$ cat src/rtl/tgf_pkg.sv
package tgf_pkg;
  localparam int unsigned SUB_W  = 2;          // innermost field width
  localparam int unsigned MID_W  = 2 * SUB_W;  // middle field width
  localparam int unsigned BYTE_W = 2 * MID_W;  // outer field width
  localparam int unsigned KARA_N = 3;          // partial products per level
  localparam logic [MID_W-1:0] OUTER_K = 4'b1000; // w*y, outer reduction constant

  // innermost multiply: 4 AND, 3 XOR
  function automatic logic [SUB_W-1:0] sub_mul(input logic [SUB_W-1:0] a,
                                               input logic [SUB_W-1:0] b);
    logic c0, c1, c2, c3;
    c0 = a[0] & b[0];
    c1 = a[0] & b[1];
    c2 = a[1] & b[0];
    c3 = a[1] & b[1];
    return {c1 ^ c2 ^ c3, c0 ^ c3};
  endfunction

  // multiply by w: w*(a0 + a1 w) = a1 + (a0^a1) w
  function automatic logic [SUB_W-1:0] sub_by_w(input logic [SUB_W-1:0] a);
    return {a[0] ^ a[1], a[1]};
  endfunction

  // middle level multiply by outer constant w*y
  function automatic logic [MID_W-1:0] mid_by_k(input logic [MID_W-1:0] c);
    logic [SUB_W-1:0] lo, hi;
    lo = c[SUB_W-1:0];
    hi = c[MID_W-1:SUB_W];
    return {sub_by_w(lo ^ hi), hi ^ sub_by_w(hi)};
  endfunction
endpackage

$ cat src/rtl/tgf_mul16.sv
module tgf_mul16
  import tgf_pkg::*;
(
  input  logic [MID_W-1:0] a_i,
  input  logic [MID_W-1:0] b_i,
  output logic [MID_W-1:0] p_o
);
  logic [SUB_W-1:0] a_lo, a_hi, b_lo, b_hi;
  logic [SUB_W-1:0] m_lo, m_hi, m_mid;

  assign a_lo = a_i[SUB_W-1:0];
  assign a_hi = a_i[MID_W-1:SUB_W];
  assign b_lo = b_i[SUB_W-1:0];
  assign b_hi = b_i[MID_W-1:SUB_W];

  assign m_lo  = sub_mul(a_lo, b_lo);
  assign m_hi  = sub_mul(a_hi, b_hi);
  assign m_mid = sub_mul(a_lo ^ a_hi, b_lo ^ b_hi);

  // y^2 = y + w: fold top product into both halves
  assign p_o = {m_mid ^ m_lo, m_lo ^ sub_by_w(m_hi)};
endmodule

$ cat src/rtl/tgf_mul256.sv
module tgf_mul256
  import tgf_pkg::*;
(
  input  logic [BYTE_W-1:0] a_i,
  input  logic [BYTE_W-1:0] b_i,
  output logic [BYTE_W-1:0] p_o
);
  logic [MID_W-1:0] op_a [KARA_N];
  logic [MID_W-1:0] op_b [KARA_N];
  logic [MID_W-1:0] part [KARA_N];

  // index 0: low halves, 1: high halves, 2: half sums
  assign op_a[0] = a_i[MID_W-1:0];
  assign op_b[0] = b_i[MID_W-1:0];
  assign op_a[1] = a_i[BYTE_W-1:MID_W];
  assign op_b[1] = b_i[BYTE_W-1:MID_W];
  assign op_a[2] = a_i[MID_W-1:0] ^ a_i[BYTE_W-1:MID_W];
  assign op_b[2] = b_i[MID_W-1:0] ^ b_i[BYTE_W-1:MID_W];

  for (genvar g = 0; g < KARA_N; g++) begin : g_part
    tgf_mul16 u_m (.a_i(op_a[g]), .b_i(op_b[g]), .p_o(part[g]));
  end

  // z^2 = z + w*y
  assign p_o = {part[2] ^ part[0], part[0] ^ mid_by_k(part[1])};
endmodule

$ cat src/rtl/tgf_ksub.sv
module tgf_ksub
  import tgf_pkg::*;
#(
  parameter int unsigned KCONST = 2
) (
  input  logic [BYTE_W-1:0] a_i,
  output logic [BYTE_W-1:0] p_o
);
  localparam int unsigned SLICES = BYTE_W / SUB_W;
  localparam logic [SUB_W-1:0] KVAL = SUB_W'(KCONST);

  for (genvar s = 0; s < SLICES; s++) begin : g_slice
    logic [SUB_W-1:0] x;
    assign x = a_i[s*SUB_W +: SUB_W];
    if (KVAL == 2'd0) begin : g_zero
      assign p_o[s*SUB_W +: SUB_W] = '0;
    end else if (KVAL == 2'd1) begin : g_one
      assign p_o[s*SUB_W +: SUB_W] = x;
    end else if (KVAL == 2'd2) begin : g_w
      assign p_o[s*SUB_W +: SUB_W] = sub_by_w(x);
    end else begin : g_w1
      assign p_o[s*SUB_W +: SUB_W] = x ^ sub_by_w(x);
    end
  end
endmodule

$ cat src/rtl/tgf_mul.sv
module tgf_mul
  import tgf_pkg::*;
#(
  parameter bit          REG_OUT = 1'b1,
  parameter int unsigned KCONST  = 2
) (
  input  logic              clk_i,
  input  logic              rst_ni,
  input  logic              valid_i,
  input  logic [BYTE_W-1:0] a_i,
  input  logic [BYTE_W-1:0] b_i,
  output logic [BYTE_W-1:0] prod_o,
  output logic [BYTE_W-1:0] kprod_o,
  output logic              valid_o
);
  logic [BYTE_W-1:0] prod_c;
  logic [BYTE_W-1:0] kprod_c;

  tgf_mul256 u_mul (.a_i(a_i), .b_i(b_i), .p_o(prod_c));
  tgf_ksub #(.KCONST(KCONST)) u_k (.a_i(a_i), .p_o(kprod_c));

  if (REG_OUT) begin : g_reg
    logic [BYTE_W-1:0] prod_q, kprod_q;
    logic              valid_q;
    always_ff @(posedge clk_i or negedge rst_ni) begin
      if (!rst_ni) begin
        prod_q  <= '0;
        kprod_q <= '0;
        valid_q <= 1'b0;
      end else begin
        valid_q <= valid_i;
        if (valid_i) begin
          prod_q  <= prod_c;
          kprod_q <= kprod_c;
        end
      end
    end
    assign prod_o  = prod_q;
    assign kprod_o = kprod_q;
    assign valid_o = valid_q;
  end else begin : g_comb
    assign prod_o  = prod_c;
    assign kprod_o = kprod_c;
    assign valid_o = valid_i;
  end
endmodule


$ cat config.mk
export PLATFORM = sky130hd
export DESIGN_NAME = tgf_mul
export DESIGN_NICKNAME = d
export VERILOG_FILES = /design/src/rtl/tgf_pkg.sv /design/src/rtl/tgf_mul16.sv /design/src/rtl/tgf_mul256.sv /design/src/rtl/tgf_ksub.sv /design/src/rtl/tgf_mul.sv
export SDC_FILE = /design/constraint.sdc
export NUM_CORES = 1
export LEC_CHECK = 0
export ABC_AREA = 1
export CORE_MARGIN = 2
export CORE_UTILIZATION = 48
export DETAILED_ROUTE_END_ITERATION = 6
export GPL_TIMING_DRIVEN = 0
export PLACE_DENSITY = 0.77
export SYNTH_ARGS = -nofsm -noshare
export SYNTH_HDL_FRONTEND = slang
export SYNTH_SLANG_ARGS = --single-unit
export TNS_END_PERCENT = 1
$ cat constraint.sdc
create_clock -name clk_i -period 0.8 [get_ports clk_i]
set_input_delay 0.08 -clock clk_i [delete_from_list [all_inputs] [get_ports clk_i]]
set_output_delay 0.08 -clock clk_i [all_outputs]
set_load 0.01 [all_outputs]
# == Yosys cells after proc, flatten, opt, wreduce, memory -nomap -nowiden ==
# Cells that the tools add are included.
# classes
bitwise,90
# ops
op,count
$and A1 B1 Y1,36
$xor A1 B1 Y1,36
$xor A2 B2 Y2,14
$xor A4 B4 Y4,4
# word_totals
input_bits,19
wordCells,93
reg_bits,17
output_inout_bits,17

# == Longest topological paths before layout ==
# Gate-level depths: netlist of run 1.
# logic_depth
ltp_word,8
ltp_mapped,16
mapped_depth_nobuf,15

# == Cells and area by module ==
# Synthesis of run 1 repeated with hierarchy kept, for this count alone.
# unflattened
hier_cells,399
area_unflattened_um2,2118.3
# by_module_without_submodules
mod,area_each_um2,seq_area_each_um2,n_inst,cells_each
tgf_mul16,370.4,0.0,3,89
tgf_mul,669.4,425.4,1,69
tgf_mul256,232.7,0.0,1,39
tgf_ksub,105.1,0.0,1,24

# == Worst setup path before layout of run 1 ==
# No wires, ideal clock.
# synth_timing
kind,input to register
startpoint,in a_i[0]
endpoint,reg g_reg.prod_q[6] (netlist: prod_o[6])
cell_stages,12
required_ps,683
n_path_buf,1
setup_slack_ps,-408
setup_time_ps,117
arrival_time_ps,1091
path_cell_list,buf_2 > inv_2 > nand2_1 > nand2_2 > nand2_1 > nand2_1 > nand2_1 > or2_1 > nand3_1 > nand3_1 > nand3_1 > nand2_1
# synth_between
elab_chain_cells,6
word_cells_on_any_way,14
classes_between,bitwise (14)
# synth_rtl
item,line_no,rtl
"start, declared",tgf_mul.sv:10,"input logic [BYTE_W-1:0] a_i,"
$xor A4 B4 Y4,tgf_mul256.sv:17,assign op_a[2] = a_i[MID_W-1:0] ^ a_i[BYTE_W-1:MID_W];
$xor A2 B2 Y2,tgf_mul16.sv:18,"assign m_mid = sub_mul(a_lo ^ a_hi, b_lo ^ b_hi);"
$and A1 B1 Y1,tgf_pkg.sv:12,c0 = a[0] & b[0];
$xor A1 B1 Y1,tgf_pkg.sv:16,"return {c1 ^ c2 ^ c3, c0 ^ c3};"
$xor A2 B2 Y2,tgf_mul16.sv:21,"assign p_o = {m_mid ^ m_lo, m_lo ^ sub_by_w(m_hi)};"
$xor A4 B4 Y4 (*),tgf_mul256.sv:25,"assign p_o = {part[2] ^ part[0], part[0] ^ mid_by_k(part[1])};"
"end signal, assigned",tgf_mul.sv:33,prod_q <= prod_c;
"end, declared",tgf_mul.sv:23,"logic [BYTE_W-1:0] prod_q, kprod_q;"
# Every way passes the cells marked *; elsewhere a longest branch is shown, timed or not.
# A chain may end at the register's enable or synchronous reset.

# == Worst setup path in the final report of run 1 ==
# layout_timing
startpoint,in a_i[5]
endpoint,reg g_reg.prod_q[4] (netlist: prod_o[4])
# layout_between
elab_chain_cells,5
# layout_rtl
item,line_no,rtl
$xor A4 B4 Y4,tgf_mul256.sv:17,
$and A1 B1 Y1,tgf_pkg.sv:15,c3 = a[1] & b[1];
$xor A1 B1 Y1,tgf_pkg.sv:16,
$xor A2 B2 Y2,tgf_mul16.sv:21,
$xor A4 B4 Y4,tgf_mul256.sv:25,
# Every way passes these cells.

==> results_dict.tcl, run 1 <==
set metrics [dict create \
    status "finished with violations" \
    violations "hold timing, setup timing" \
    fin_cells 433 \
    hold_ws_ns -0.127 \
    globalplace.congestion 0.919 \
    cp-end-kind "flip-flop" \
    drive_above_1_share_pct 37.1 \
    fmax_mhz 930 \
    worst_hold_path_type "in -> async" \
    io_buffers 25 \
    drv_cap 0 \
    grt_start_max_net_pins 18 \
    clk_pin_slew_ns 0.06 \
    rsz0062_at_grt "true" \
    powerDensity_nw_per_um2 1410 \
    worstSetupPathType "in -> reg" \
    worst_setup_path_start_kind "input pin" \
    postCtsHoldBufs 0 \
    slew_headroom_pct 52.7 \
    die_h_um 68.3 \
    timing.final.ws_setup_ns -0.275 \
    route.detailed.drc 0 \
    grt_usage_pct 24.0 \
    netlist.area_leader.share_pct 35.4 \
    area_growth_pct 34.0 \
    cts_tree "yes" \
    first_pass_iters 4 \
    root_buffer "clkbuf_8" \
    core_sq_um 4000 \
    syn_inst 348 \
    dp_cells 423 \
    met3_usage_pct 1.97 \
    grt_pass1_vias 2028 \
    yosysTopAreaCell "nand2_1" \
    clock_latency_ns 0.24 \
    rows 23 \
    die_w_um 68.3 \
    ios 36 \
    cts_max_level 1 \
    synth_seq_cells 17 \
    wl_per_cell_um 11.9 \
    routed_wl_um 5140 \
    groute.layer.met1.usage_pct 28.9 \
    clkSinkCount 17 \
    vias_per_cell 5.04 \
    drt.antenna.violating_nets 0 \
    num_vias 2182 \
    start_util_pct 49.5 \
    setup_violations 25 \
    antennaDiodeCount 0 \
    hold_viol 17 \
    maxSlewViolCount 0 \
    grt_most_used_layer "met2" \
    synth_most_common_cell "nand2_1" \
    skew_ns 0 \
    syn_avg_cell_area_sq_um 5.70 \
    synth_area_leaders "nand2_1 (35%), dfrtp_1 (21%), nand3_1 (8.1%), inv_1 (5.3%), buf_6 (4.5%)" \
    worstMarginPinSlew_ns 0.708 \
    cp.required_ns 0.94 \
    synthFlopType "dfrtp_1" \
    fin_nets 403 \
    overflow 0 \
    synth_edf_count 0 \
    ys_types 27 \
    yosys_warnings 0 \
    numCtsBuffers 3 \
    synth-seq-area-share_pct 21.5 \
    grt_pass1_wl_um 8500 \
    use_met2_pct 41.3 \
    reg2reg_from "kprod_o[3]" \
    netlist_area_sq_um 1980 \
    fin_crit_sh_pct 134 \
    reg2regPathDepth 2 \
    min_period_ns 1.07 \
    drt_iter0_markers 114 \
    vdd_ir_drop_max_v 0.000669 \
    antenna_found_initial 0 \
    worstReg2RegEnd "kprod_o[3]" \
    cp_data_arrival_time_ns 1.21 \
    die-area_sq_um 4660 \
    cts_max_path_buffers 2 \
    leakage_nw 1.45 \
    r2r_setup_slack_ns 0.16 \
    synth_common_cells "nand2_1 (187), nand3_1 (32), inv_1 (28), dfrtp_1 (17), nand2_2 (12)" \
    syn_nets 367 \
    crit_fanout 8 \
    synthArstFlopShare_pct 100 \
    hpwl_um 3980 \
]
-- per-stage QoR --
step	setup slack (ns)	total power, mW	TNS (ns)	utilization (%)	area, sq um
5_1_grt	-0.361	4.07	-3.67	66.4	2660
2_1_floorplan	-0.353	2.33	-2.56	-	2020
4_1_cts	-0.212	3.62	-2.24	63.5	2540
3_3_place_gp	-1.15	2.91	-18.15	58.2	2330
3_5_place_dp	-1.15	2.95	-18.39	58.2	2330
6_report	-0.275	3.75	-2.45	66.4	2660
-- report_power, final --
group | internal, mW | switching [mW]
registers | 1.01 | 0.0764
logic | 0.839 | 1.22
clock network | 0.352 | 0.254
total | 2.21 | 1.55
-- cells by family after synthesis --
kind of cell	share of synthesized area, %
AOI/OAI and AO/OA	5.18
and+or+nand+nor	51.5
buffers and inverters	12.8
xor gates and xnor gates	9.15
DFF	21.5
-- flip-flops by register name, summed over array words and instances (netlist names) --
register	flops
valid_o	1
prod_o	8
kprod_o	8
-- placed cells by master, fill, tap and decap left out, drive strengths merged --
| master | synthesis | layout |
|---|---|---|
| a21oi | 2 | 2 |
| a31oi | 1 | 1 |
| buf | 11 | 40 |
| clkbuf | 2 | 6 |
| dfrtp | 17 | 17 |
| dlygate4sd2 | 0 | 1 |
| dlymetal6s2s | 0 | 1 |
| inv | 36 | 36 |
| nand2 | 199 | 199 |
| nand2b | 1 | 1 |
| nand3 | 33 | 33 |
| nand3b | 1 | 1 |
| nand4 | 3 | 3 |
| nor2 | 7 | 7 |
| o211ai | 3 | 3 |
| o21ai | 12 | 12 |
| or2 | 1 | 1 |
| xnor2 | 8 | 8 |
| xor2 | 11 | 11 |
-- worst max-delay path: stages --
cell and delay [ns]:
buf_12 0.12, inv_4 0.06, nand2_1 0.05, nand2_2 0.09
nand2_2 0.07, xor2_2 0.17, buf_4 0.15, xor2_2 0.17
inv_1 0.07, nand2_1 0.06, nand3_2 0.06, nand2_1 0.04
-- cell type report --
cell class | instances | area (sq um)
clock buffer | 4 | 45.0
buffer | 13 | 164
timing repair buffer | 31 | 244
tap | 50 | 62.6
inverter | 36 | 185
sequential | 17 | 425
multi-input combinational | 282 | 1530
fill | 395 | 1340
-- per-layer routing --
metal  wire length [um]  up-vias  part of all wire [%]
li1                   -     1143                     -
met1               2270      956                    44
met5                  0        -                     0
met2               2470       67                    48
met4                186        0                   3.6
met3                210       16                   4.1
-- how the worst max path moves through the flow --
stage / end / cells after the start / startpoint / slack, ns
finish: prod_o[4] / 12 / a_i[5] / -0.27
global route: prod_o[4] / 12 / b_i[1] / -0.36
CTS: prod_o[3] / 11 / b_i[6] / -0.21
detailed placement: prod_o[2] / 11 / a_i[2] / -1.15
global placement: prod_o[2] / 11 / a_i[2] / -1.15
floorplan: prod_o[7] / 15 / a_i[3] / -0.35
-- timing repair --
item                       in CTS  in global routing
pin swaps                      40                 16
gates resized for setup       175                 32
setup endpoints to repair      33                 42
hold endpoints to repair        0                 17
buffers inserted                5                  1
No activity file was read; power rests on OpenSTA's default activity.
==> inputs of run 2 (changes only) <==
--- a/config.mk
+++ b/config.mk
@@ -5,12 +5,12 @@
 export SDC_FILE = /design/constraint.sdc
 export NUM_CORES = 1
 export LEC_CHECK = 0
-export ABC_AREA = 1
-export CORE_MARGIN = 2
-export CORE_UTILIZATION = 48
+export ABC_AREA = 0
+export CORE_UTILIZATION = 46
 export DETAILED_ROUTE_END_ITERATION = 6
 export GPL_TIMING_DRIVEN = 0
-export PLACE_DENSITY = 0.77
+export PLACE_DENSITY = 0.76
+export SLEW_MARGIN = 20
 export SYNTH_ARGS = -nofsm -noshare
 export SYNTH_HDL_FRONTEND = slang
 export SYNTH_SLANG_ARGS = --single-unit
==> run 2 against run 1 <==
  * Global-route usage shrank 5.9 points
  * Worst hold slack got worse by 0.059 ns
  * First-iteration DRC count shrank 48%
  * Non-clock buffer count rose by 4
  * Sequential share of layout area up 2.5 points
  * Via count shrank 38%
  * The flow still finishes with violations (hold timing, setup timing)
  * Flip-flop and latch count is the same
  * Critical path depth shrank 4
  * Worst setup slack lost 0.28 ns
  * Synthesized area decreased by 15%
  * Final cell count shrank 38%
  * Die area decreased by 16%
==> results_dict.tcl, run 2 <==
set metrics [dict create \
    rows 21 \
    overflow 0 \
    power.switching_mw 1.52 \
    fmax_mhz 738 \
    syn_avg_cell_area_sq_um 9.07 \
    status "finished with violations" \
    hold_viol 17 \
    syn_nets 205 \
    synth_compound_area_share_pct 10.3 \
    layout_commonest_cell "xnor2_1" \
    synthFlopType "dfrtp_1" \
    clk_pin_slew_ns 0.10 \
    area_growth_pct 36.4 \
    die-area_sq_um 3910 \
    worstSetupPathType "in -> reg" \
    fin_crit_sh_pct 169 \
    postCtsHoldBufs 0 \
    maxSlewViolCount 0 \
    switching_share_pct 37.9 \
    clock_latency_ns 0.28 \
    drt.antenna.violating_nets 0 \
    drt_iter0_markers 59 \
    min_period_ns 1.35 \
    vias_per_cell 5.06 \
    antenna_found_initial 0 \
    drv_cap 0 \
    globalplace.congestion 0.849 \
    skew_ns 0 \
    synth_seq_cells 17 \
    worst_setup_path_start_kind "input pin" \
    crit_fanout 5 \
    grt_pass1_wl_um 5740 \
    first_pass_iters 4 \
    antennaDiodeCount 0 \
    leakage_nw 0.960 \
    powerDensity_nw_per_um2 1740 \
    reg2regPathDepth 1 \
    synth_most_common_cell "xnor2_1" \
    muxShareOfSynthArea_pct 9.27 \
    syn_inst 186 \
    synth_edf_count 0 \
    wl_per_cell_um 13.4 \
    hpwl_um 2730 \
    num_vias 1352 \
    violations "hold timing, setup timing" \
    fin_nets 241 \
    cts_max_path_buffers 2 \
    synth_top_family_by_area "XOR/XNOR gates" \
    place_ws_ns -1.38 \
    tns_ns -5.43 \
    cp-end-kind "flip-flop" \
    synth_common_cells "xnor2_1 (38), nor2_1 (25), dfrtp_1 (17), xor2_1 (16), a21oi_1 (14)" \
    seqPwrFrac_pct 30.3 \
    layout_common_cells "xnor2_1 (26), nor2_1 (25), dfrtp_1 (17), buf_2 (16), a21oi_1 (14)" \
    numCtsBuffers 3 \
    worst_hold_path_type "in -> async" \
    synth-seq-area-share_pct 25.2 \
    synth_xor_area_share_pct 37.1 \
    slew_headroom_pct 52.8 \
    cts_max_level 1 \
    grt_usage_pct 18.1 \
    worstMarginPinSlew_ns 0.707 \
    cp.required_ns 0.98 \
    grt_start_max_net_pins 18 \
    die_h_um 62.6 \
    clkSinkCount 17 \
    yosys.area_share.simple_pct 11.9 \
    hold_ws_ns -0.186 \
    netlist_area_sq_um 1690 \
    core_sq_um 3420 \
    io_buffers 21 \
    start_util_pct 49.4 \
    internal-power_mw 2.48 \
    yosysTopAreaCell "dfrtp_1" \
    routed_wl_um 3580 \
    setup_violations 25 \
    synth_area_leaders "dfrtp_1 (25%), xnor2_1 (20%), mux2_2 (8.7%), xor2_1 (8.3%), nor2_1 (5.6%)" \
    ys_types 33 \
    synthArstFlopShare_pct 100 \
    timing.final.ws_setup_ns -0.555 \
    yosys_warnings 0 \
    die_w_um 62.6 \
    drive_above_1_share_pct 41.2 \
    synthAdderAreaFrac_pct 0 \
    grt_pass1_vias 1261 \
    cts_tree "yes" \
    vdd_ir_drop_max_v 0.000668 \
    root_buffer "clkbuf_4" \
    ios 36 \
    clockPowerShare_pct 11.1 \
    rsz0062_at_grt "true" \
    netlist.area_leader.share_pct 25.2 \
    cp_data_arrival_time_ns 1.53 \
    route.detailed.drc 0 \
    power_frac_comb_pct 58.6 \
]
run 2: cell types whose count changed in the layout (fill, tap and decap cells not counted), moves of 7 or more:
cell	before	now
nand3_2	8	0
inv_2	9	0
nand3_1	25	1
nand2_1	146	10
mux2_2	0	13
nand2_2	51	0
inv_4	7	0
nor2_1	3	25
inv_1	15	1
xnor2_1	6	26
xnor2_2	1	13
a21oi_1	2	14
run 2: critical path: stages:
cell	delay (ns)
buf_12	0.11
xor2_4	0.19
xnor2_2	0.15
or3_1	0.39
a31oi_2	0.19
xor2_1	0.19
xnor2_1	0.14
a21oi_1	0.08
run 2: logic make-up (layout without fill, tap and decap cells):
family / count (synthesis) / count (layout)
flops: 17 / 17
buf+inv: 18 / 53
compound gates: 28 / 28
xor+xnor: 62 / 62
mux: 14 / 14
simple gates: 47 / 47
run 2: power by group through the flow:
stage | clock [mW] | sequential [mW] | combinational, mW
2_1_floorplan | 0 | 1.33 | 1.42
6_report | 0.445 | 1.21 | 2.34
3_5_place_dp | 0 | 1.23 | 2.25
3_3_place_gp | 0 | 1.21 | 2.20
5_1_grt | 0.468 | 1.23 | 2.52
4_1_cts | 0.444 | 1.20 | 2.17
run 2: area by class of cell:
cell class	instances	area (sq um)
Timing Repair Buffer	31	210
Fill cell	275	1120
Buffer	17	225
Multi-Input combinational cell	151	1350
Sequential cell	17	425
Inverter	1	3.75
Clock buffer	3	22.5
Tap cell	46	57.6
Clock inverter	1	5.00
run 2: worst paths after layout:
check	endpoint	from	slack, ns
min in group clk_i	valid_o	valid_i	0.06
setup reg to reg	kprod_o[4]	kprod_o[4]	0.05
setup / recovery	prod_o[7]	b_i[6]	-0.55
hold / removal	prod_o[6]	rst_ni	-0.19
hold reg to reg	kprod_o[6]	kprod_o[6]	0.51
max in group asynchronous	prod_o[4]	rst_ni	0.53
run 2: routing by layer:
metal	track usage, %	up-vias	part of all wire, %
met3	1.82	3	3.3
met1	22.6	647	43
met4	3.49	0	0.59
met5	0	-	0
li1	-	673	-
met2	33.4	29	53
run 2: timing repair:
| action | CTS | global route |
|---|---|---|
| gates resized for setup | 101 | 20 |
| hold endpoints to repair | 0 | 17 |
| buffers inserted | 7 | 3 |
| pin swaps | 12 | 10 |
| setup endpoints to repair | 33 | 42 |
run 2: per-stage QoR:
stage	area (sq um)	power [mW]	cells	hold WS, ns	utilization (%)
global placement	2080	3.41	253	0.401	60.8
floorplan	1810	2.75	186	-0.216	-
CTS	2170	3.82	264	0.0537	63.6
global route	2300	4.22	267	-0.116	67.3
detailed placement	2080	3.48	253	0.404	60.8
finish	2300	3.99	267	-0.186	67.3
==> inputs of run 3 (changes only) <==
--- a/config.mk
+++ b/config.mk
@@ -9,6 +9,7 @@
 export CORE_UTILIZATION = 46
 export DETAILED_ROUTE_END_ITERATION = 6
 export GPL_TIMING_DRIVEN = 0
+export MAX_ROUTING_LAYER = met4
 export PLACE_DENSITY = 0.76
 export SLEW_MARGIN = 20
 export SYNTH_ARGS = -nofsm -noshare
==> run 3 against run 2 <==
  * The flow still finishes with violations (hold timing, setup timing)
  * Via count is 0.30% higher
  * Total power is 0.20% higher
  * Design area stayed put
  * Critical path type unchanged
  * Largest cell class unchanged
  * Largest power group unchanged
==> results_dict.tcl, run 3 (synthesis gave the netlist of run 2 again) <==
set metrics [dict create \
    drive_above_1_share_pct 41.2 \
    layout_commonest_cell "xnor2_1" \
    skew_ns 0 \
    fin_nets 241 \
    drt_iter0_markers 59 \
    worstReg2RegEnd "kprod_o[0]" \
    cp-end-kind "flip-flop" \
    antennaDiodeCount 0 \
    cts_max_level 1 \
    drt.antenna.violating_nets 0 \
    power_frac_comb_pct 58.7 \
    cp.required_ns 0.98 \
    layout_common_cells "xnor2_1 (26), nor2_1 (25), dfrtp_1 (17), buf_2 (16), a21oi_1 (14)" \
    globalplace.congestion 0.862 \
    internal-power_mw 2.48 \
    leakage_nw 0.960 \
    violations "hold timing, setup timing" \
    timing.final.ws_setup_ns -0.554 \
    die_w_um 62.6 \
    die_h_um 62.6 \
    drv_cap 0 \
    rsz0062_at_grt "true" \
    root_buffer "clkbuf_4" \
    fmax_mhz 739 \
    fill_cells 275 \
    area_growth_pct 36.4 \
    grt_pass1_wl_um 5720 \
    core_sq_um 3420 \
    status "finished with violations" \
    rows 21 \
    reg2reg_from "kprod_o[0]" \
    power.switching_mw 1.52 \
    clock_latency_ns 0.28 \
    route.detailed.drc 0 \
    overflow 0 \
    place_ws_ns -1.38 \
    worst_hold_path_type "in -> async" \
    wl_per_cell_um 13.4 \
    die-area_sq_um 3910 \
    numCtsBuffers 3 \
    routed_wl_um 3590 \
    antenna_found_initial 0 \
    min_period_ns 1.35 \
    start_util_pct 49.4 \
    worstMarginPinSlew_ns 0.725 \
    switching_share_pct 38.0 \
    worstSetupPathType "in -> reg" \
    powerDensity_nw_per_um2 1740 \
    cp_data_arrival_time_ns 1.53 \
    grt_pass1_vias 1268 \
    first_pass_iters 4 \
    crit_fanout 5 \
    clockPowerShare_pct 11.1 \
    fin_crit_sh_pct 169 \
    slew_headroom_pct 51.6 \
    vias_per_cell 5.08 \
    grt_usage_pct 18.6 \
    io_buffers 21 \
    hold_viol 17 \
    worst_setup_path_start_kind "input pin" \
    seqPwrFrac_pct 30.2 \
    grt_start_max_net_pins 18 \
    r2r_setup_slack_ns 0.05 \
    critPathLaunch "b_i[6]" \
    clkSinkCount 17 \
    cts_tree "yes" \
    cts_max_path_buffers 2 \
    num_vias 1356 \
    hpwl_um 2730 \
    vdd_ir_drop_max_v 0.000661 \
    tns_ns -5.46 \
    postCtsHoldBufs 0 \
    reg2regPathDepth 1 \
    setup_violations 25 \
    ios 36 \
    maxSlewViolCount 0 \
    clk_pin_slew_ns 0.10 \
    hold_ws_ns -0.181 \
]
-- run 3: cell counts in the layout (fill, tap and decap cells not counted) --
Identical to the previous run, type by type.
-- run 3: repair_timing --
action,4_1_cts,5_1_grt
pin swaps,12,10
buffers inserted,7,3
hold endpoints to repair,0,17
resized for setup,101,20
endpoints found under the setup margin,33,42
gates cloned,0,0
-- run 3: cell type report --
cell class | instances | area (sq um) | share of cell area, %
timing repair buffer | 31 | 210 | 9.14
clock inverter | 1 | 5.00 | 0.218
clock buffer | 3 | 22.5 | 0.979
buffer | 17 | 225 | 9.79
inverter | 1 | 3.75 | 0.163
tap | 46 | 57.6 | 2.50
multi-input combinational | 151 | 1350 | 58.7
sequential | 17 | 425 | 18.5
-- run 3: how the worst max path moves through the flow --
| stage | depth (start not counted) | end |
|---|---|---|
| finish | 8 | prod_o[7] |
| detailed placement | 8 | prod_o[7] |
| CTS | 8 | prod_o[7] |
| global route | 8 | prod_o[7] |
| global placement | 8 | prod_o[7] |
| floorplan | 8 | prod_o[7] |
-- run 3: per-layer routing --
layer / global-route usage, % / vias up / wire length (um)
li1: - / 672 / -
met1: 22.5 / 652 / 1560
met2: 33.4 / 29 / 1880
met3: 1.82 / 3 / 120
met4: 3.49 / 0 / 21
met5: - / - / 0
-- run 3: power by group through the flow --
stage | sequential, mW | combinational (mW) | clock, mW
after detailed placement | 1.23 | 2.25 | 0
final | 1.21 | 2.35 | 0.446
after floorplan | 1.33 | 1.42 | 0
after global routing | 1.23 | 2.52 | 0.468
after global placement | 1.21 | 2.20 | 0
after CTS | 1.20 | 2.17 | 0.444
-- run 3: critical path, cell delays in order --
cell and delay (ns):
buf_12 0.11, xor2_4 0.19, xnor2_2 0.15, or3_1 0.39, a31oi_2 0.19, xor2_1 0.19
xnor2_1 0.14, a21oi_1 0.08
-- run 3: through the flow --
stage	instances	power [mW]	instance area, sq um	hold WS (ns)	utilization (%)
CTS	264	3.82	2170	0.0537	63.6
finish	267	4.00	2300	-0.181	67.3
floorplan	186	2.75	1810	-0.216	-
global route	267	4.22	2300	-0.116	67.3
detailed placement	253	3.48	2080	0.404	60.8
global placement	253	3.41	2080	0.401	60.8
